$ cat src/rtl/pix_strobe_pkg.sv
package pix_strobe_pkg;

  // Reset-sample / clamp timing code
  typedef enum logic [1:0] {
    RS_ADV1 = 2'd0,
    RS_NOM  = 2'd1,
    RS_LAG1 = 2'd2,
    RS_LAG2 = 2'd3
  } rs_shift_e;

  localparam int SYNC_FLOPS = 2;

endpackage

$ cat src/rtl/ps_sync_chain.sv
module ps_sync_chain #(
  parameter int STAGES = 2
) (
  input  logic clk,
  input  logic rst_n,
  input  logic din,
  output logic lvl,
  output logic lvl_prev
);
  logic [STAGES:0] sh_q, sh_d;

  always_comb begin
    sh_d = {sh_q[STAGES-1:0], din};
  end

  always_ff @(posedge clk or negedge rst_n) begin
    if (!rst_n) sh_q <= '0;
    else        sh_q <= sh_d;
  end

  assign lvl      = sh_q[STAGES-1];
  assign lvl_prev = sh_q[STAGES];
endmodule

$ cat src/rtl/ps_sync_detect.sv
module ps_sync_detect #(
  parameter int DLY_W = 3
) (
  input  logic             clk,
  input  logic             rst_n,
  input  logic             lvl,
  input  logic             lvl_prev,
  input  logic             det_en,
  input  logic             det_rising,
  input  logic [DLY_W-1:0] det_delay,
  output logic             int_sync
);
  localparam int TAPS = 1 << DLY_W;

  logic            edge_hit;
  logic [TAPS-2:0] dly_q, dly_d;
  logic [TAPS-1:0] taps;
  logic            dly_en;

  always_comb begin
    edge_hit = det_rising ? (lvl & ~lvl_prev) : (~lvl & lvl_prev);
    dly_en   = det_en;
    dly_d    = dly_q;
    if (dly_en) dly_d = {dly_q[TAPS-3:0], edge_hit};
    taps     = {dly_q, edge_hit};
    int_sync = det_en ? taps[det_delay] : lvl;
  end

  always_ff @(posedge clk or negedge rst_n) begin
    if (!rst_n) dly_q <= '0;
    else        dly_q <= dly_d;
  end

  // a detected pulse lasts exactly one master clock
  p_pulse_1clk_r2: assert property (@(posedge clk) disable iff (!rst_n)
    (det_en && int_sync) |=> !int_sync);
endmodule

$ cat src/rtl/ps_strobe_pipe.sv
module ps_strobe_pipe
  import pix_strobe_pkg::*;
#(
  parameter int RS_LEAD = 3
) (
  input  logic       clk,
  input  logic       rst_n,
  input  logic       int_sync,
  input  logic       clamp_en,
  input  logic [1:0] rs_shift,
  output logic       video_stb,
  output logic       reset_stb,
  output logic       clamp_stb
);
  localparam int PIPE_LEN = RS_LEAD + 2;
  localparam int VS_IDX   = RS_LEAD + 1;

  logic                sync_q, clamp_lat_q, clamp_lat_d;
  logic                fall_ev;
  logic [PIPE_LEN-1:0] vld_q, vld_d, clm_q, clm_d;
  rs_shift_e           sel;

  always_comb begin
    fall_ev     = sync_q & ~int_sync;
    clamp_lat_d = int_sync ? clamp_en : clamp_lat_q;
    vld_d       = {vld_q[PIPE_LEN-2:0], fall_ev};
    clm_d       = {clm_q[PIPE_LEN-2:0], fall_ev & clamp_lat_q};
  end

  always_ff @(posedge clk or negedge rst_n) begin
    if (!rst_n) begin
      sync_q      <= 1'b0;
      clamp_lat_q <= 1'b0;
    end else begin
      sync_q      <= int_sync;
      clamp_lat_q <= clamp_lat_d;
    end
  end

  for (genvar k = 0; k < PIPE_LEN; k++) begin : g_stage
    always_ff @(posedge clk or negedge rst_n) begin
      if (!rst_n) begin
        vld_q[k] <= 1'b0;
        clm_q[k] <= 1'b0;
      end else begin
        vld_q[k] <= vld_d[k];
        clm_q[k] <= clm_d[k];
      end
    end
  end

  always_comb begin
    sel = rs_shift_e'(rs_shift);
    unique case (sel)
      RS_ADV1: begin reset_stb = vld_q[0]; clamp_stb = clm_q[0]; end
      RS_NOM:  begin reset_stb = vld_q[1]; clamp_stb = clm_q[1]; end
      RS_LAG1: begin reset_stb = vld_q[2]; clamp_stb = clm_q[2]; end
      default: begin reset_stb = vld_q[3]; clamp_stb = clm_q[3]; end
    endcase
  end

  assign video_stb = vld_q[VS_IDX];

  // video strobe never longer than one cycle
  p_video_single_r4: assert property (@(posedge clk) disable iff (!rst_n)
    video_stb |=> !video_stb);
  // clamp only ever accompanies a reset strobe
  p_clamp_gated_r6: assert property (@(posedge clk) disable iff (!rst_n)
    clamp_stb |-> reset_stb);
  // clamp decision only changes while internal sync is high
  p_lat_hold_r6: assert property (@(posedge clk) disable iff (!rst_n)
    !int_sync |=> $stable(clamp_lat_q));
endmodule

$ cat src/rtl/pix_strobe_gen.sv
module pix_strobe_gen
  import pix_strobe_pkg::*;
#(
  parameter int DLY_W   = 3,
  parameter int RS_LEAD = 3
) (
  input  logic             clk,
  input  logic             rst_n,
  input  logic             sync_in,
  input  logic             det_en,
  input  logic             det_rising,
  input  logic [DLY_W-1:0] det_delay,
  input  logic [1:0]       rs_shift,
  input  logic             clamp_en,
  output logic             video_stb,
  output logic             reset_stb,
  output logic             clamp_stb
);
  logic [1:0] rst_q;
  logic       srst_n;
  logic       lvl, lvl_prev, int_sync;

  // reset: asserted asynchronously, released on the clock
  always_ff @(posedge clk or negedge rst_n) begin
    if (!rst_n) rst_q <= 2'b00;
    else        rst_q <= {rst_q[0], 1'b1};
  end
  assign srst_n = rst_q[1];

  ps_sync_chain #(.STAGES(SYNC_FLOPS)) u_sync (
    .clk(clk), .rst_n(srst_n), .din(sync_in),
    .lvl(lvl), .lvl_prev(lvl_prev)
  );

  ps_sync_detect #(.DLY_W(DLY_W)) u_det (
    .clk(clk), .rst_n(srst_n), .lvl(lvl), .lvl_prev(lvl_prev),
    .det_en(det_en), .det_rising(det_rising), .det_delay(det_delay),
    .int_sync(int_sync)
  );

  ps_strobe_pipe #(.RS_LEAD(RS_LEAD)) u_pipe (
    .clk(clk), .rst_n(srst_n), .int_sync(int_sync), .clamp_en(clamp_en),
    .rs_shift(rs_shift), .video_stb(video_stb), .reset_stb(reset_stb),
    .clamp_stb(clamp_stb)
  );
endmodule

$ cat config.mk
export PLATFORM = sky130hd
export DESIGN_NAME = pix_strobe_gen
export DESIGN_NICKNAME = d
export VERILOG_FILES = /design/src/rtl/pix_strobe_pkg.sv /design/src/rtl/ps_sync_chain.sv /design/src/rtl/ps_sync_detect.sv /design/src/rtl/ps_strobe_pipe.sv /design/src/rtl/pix_strobe_gen.sv
export SDC_FILE = /design/constraint.sdc
export NUM_CORES = 1
export LEC_CHECK = 0
export BUFFER_PORTS_ARGS = -buffer_cell sky130_fd_sc_hd__buf_2
export CORE_MARGIN = 3
export CORE_UTILIZATION = 47
export CTS_BUF_LIST = sky130_fd_sc_hd__clkbuf_16
export CTS_CLUSTER_DIAMETER = 40
export DETAILED_ROUTE_END_ITERATION = 12
export GPL_ROUTABILITY_DRIVEN = 0
export GPL_TIMING_DRIVEN = 0
export PLACE_DENSITY_LB_ADDON = 0.1
export REMOVE_ABC_BUFFERS = 1
export SKIP_CTS_REPAIR_TIMING = 1
export SLEW_MARGIN = 20
export SYNTH_ARGS = -nofsm -noshare
export SYNTH_HDL_FRONTEND = slang
export SYNTH_HIERARCHICAL = 1
export SYNTH_SLANG_ARGS = --single-unit
$ cat constraint.sdc
create_clock -name clk -period 1.2 [get_ports clk]
set_clock_uncertainty 0.2 [all_clocks]
set_input_delay 0.3 -clock clk [delete_from_list [all_inputs] [get_ports clk]]
set_output_delay 0.3 -clock clk [all_outputs]
set_load 0.1 [all_outputs]
==> results.cfg <==
[finish]
nets = 87
area_growth_pct = 33.8
layout_commonest_cell = dfrtp_1
post-route-cell-area_sq_um = 1160
final-seq-area_sq_um = 576
drive_gt1_share_pct = 52.0
multi_input_area_sq_um = 320
fin_util_pct = 71.9
final_cells = 99
fillerInstances = 117
antenna_cells = 0
final_cell_mix = dfrtp_1 (23), buf_2 (10), mux2_2 (8)

[sta]
hold_slack_ns = 0.0801
drv_slew = 0
max_freq_mhz = 549
min_period_ns = 1.82
period_share_pct = 152
slew-limit-headroom_pct = 47.4
hold_viol = 0
setup_ws_ns = -0.620
worst_pin_slew_ns = 0.789
rsz0062_at_grt = yes
setup_viol = 7
tns_ns = -3.30

[worst_setup_path]
critical_path_arrival_ns = 1.32
critPathMaxFanout = 2
r2r_end = u_pipe/clamp_lat_q$_DFFE_PN0P_
worstSetupPathType = flop to output port
startpoint_type = flop
required_ns = 0.70
ff2ff_path_depth = 4
reg2reg_slack_ns = -0.61
r2r_start = u_sync/sh_q[1]$_DFF_PN0_
end_kind = output port

[pwr]
leakage_nw = 0.542
powerDensity_nw_per_um2 = 1770
total_power_mw = 2.05
peakVddDrop_mv = 2.06

[floorplan]
die_w_microns = 48.9
start_util_pct = 53.7
io_pins = 14
num_rows = 14
fp.dieArea_sq_um = 2390
design.core.area_sq_um = 1610
die_h_microns = 48.9

[hold_path]
hold_start = clamp_en
min_to = u_pipe/clamp_lat_q$_DFFE_PN0P_
hp-class = input pin to flop
whs_path_depth = 2

[logic_synthesis]
yosys.area_share.simple_pct = 9.83
yosys.area_share.adder_pct = 0
synthXorXnorAreaFrac_pct = 0
synth-seq-area-share_pct = 66.5
syn_area_sq_um = 866
synth_compound_area_share_pct = 3.47
syn_inst = 53
ys.warnings.count = 6
syn_area_per_cell_sq_um = 16.3
synth_cell_type_count = 20
synthMuxAreaShare_pct = 18.8
synth_top_family_by_area = multiplexers
synth-seq-cells = 23

[status]
violations = setup timing
status = finished with violations

[clock_tree]
clockRootBuffer = clkbuf_16
clock_sinks = 23
cts-htree-levels = 1
tritoncts = built
clock_latency_ns = 0.25
clock_path_buffers = 2
clk_pin_slew_ns = 0.05
numCtsBuffers = 3

[routing]
first_pass_iters = 3
drt_iter0_drc = 5
vias = 493
antenna_left = 0
wl_per_cell_microns = 13.4
remaining_drc_errors = 0
vias_per_cell = 4.98
routed_wl_mm = 1.32

[global_routing]
grt_start_max_net_pins = 22
met3_usage_pct = 5.81
use_met2_pct = 16.7
grt_pass1_wl_mm = 1.90
grt_pass1_vias = 451
grt_util_met1_pct = 12.5
grt_usage_pct = 10.4
antenna_found_initial = 0
overflow = 0
grt_busiest_layer = met2

[placed_design]
hpwl_microns = 857
io_buffer_count = 13
post_dp_cell_area_sq_um = 956
dp_cells = 89
dp_slack_ns = -0.774

[flow_run]
drv_cap = 0
==> flip-flops by register name, indices dropped and copies added (netlist names) <==
name and cells:
u_pipe/clm_d 4, u_det/dly_q 7, u_pipe/clamp_lat_q 1, rst_q 2, u_pipe/sync_q 1, u_pipe/video_stb 1
u_pipe/vld_d 4, u_sync/sh_q 3
==> logic make-up (layout without fill, tap and decap cells) <==
family,Yosys count,after routing
flip-flops,23,23
AND/OR/NAND/NOR,12,12
multiplexers,12,12
other,1,1
buffers and inverters,2,24
AO/OA/AOI/OAI,3,3
==> final cells by class <==
cell class	instances	share of cell area (%)
Clock inverter	1	0.324
Sequential cell	23	49.7
Multi-Input combinational cell	28	27.6
Inverter	1	0.324
Timing Repair Buffer	19	13.0
Clock buffer	3	6.48
Tap cell	24	2.59
==> power by group <==
part           internal [mW]  switching (mW)  total [mW]
clock                  0.443           0.234       0.676
combinational          0.194           0.206       0.400
sequential             0.893          0.0803       0.973
==> critical path: stages (launching register included) <==
cell	delay [ns]
dfrtp_1	0.38
mux4_2	0.50
buf_12	0.19
==> per-layer routing <==
metal,routed length (microns),up-vias
met4,0,0
met5,0,-
met2,676,10
met1,593,249
met3,52,0
li1,-,234
==> cell usage after synthesis, drive strengths merged <==
cell type	number	area share [%]
nand2b	1	0.72
mux2	8	10
o311ai	1	1.0
or4b	1	1.2
o41ai	1	1.9
and3b	2	2.0
dfrtp	23	66
nor3	1	0.58
buf	1	0.58
nor2b	1	0.72
nor3b	1	0.87
a21oi	1	0.58
conb	1	0.43
and3	2	2.0
inv	1	0.43
mux2i	2	2.3
or3	1	0.87
mux4	2	6.1
nor2	2	0.87
==> how the worst max path moves through the flow <==
stage	from	endpoint	slack [ns]
after floorplan	u_pipe/clm_d[2]$_DFF_PN0_	clamp_stb	-0.59
after global placement	det_delay[0]	u_pipe/clamp_lat_q$_DFFE_PN0P_	-0.75
after detailed placement	det_delay[0]	u_pipe/clamp_lat_q$_DFFE_PN0P_	-0.77
after CTS	u_pipe/vld_d[2]$_DFF_PN0_	reset_stb	-0.72
after global routing	u_pipe/vld_d[4]$_DFF_PN0_	reset_stb	-0.66
final	u_pipe/vld_d[4]$_DFF_PN0_	reset_stb	-0.62
No activity file was read; power rests on OpenSTA's default activity.
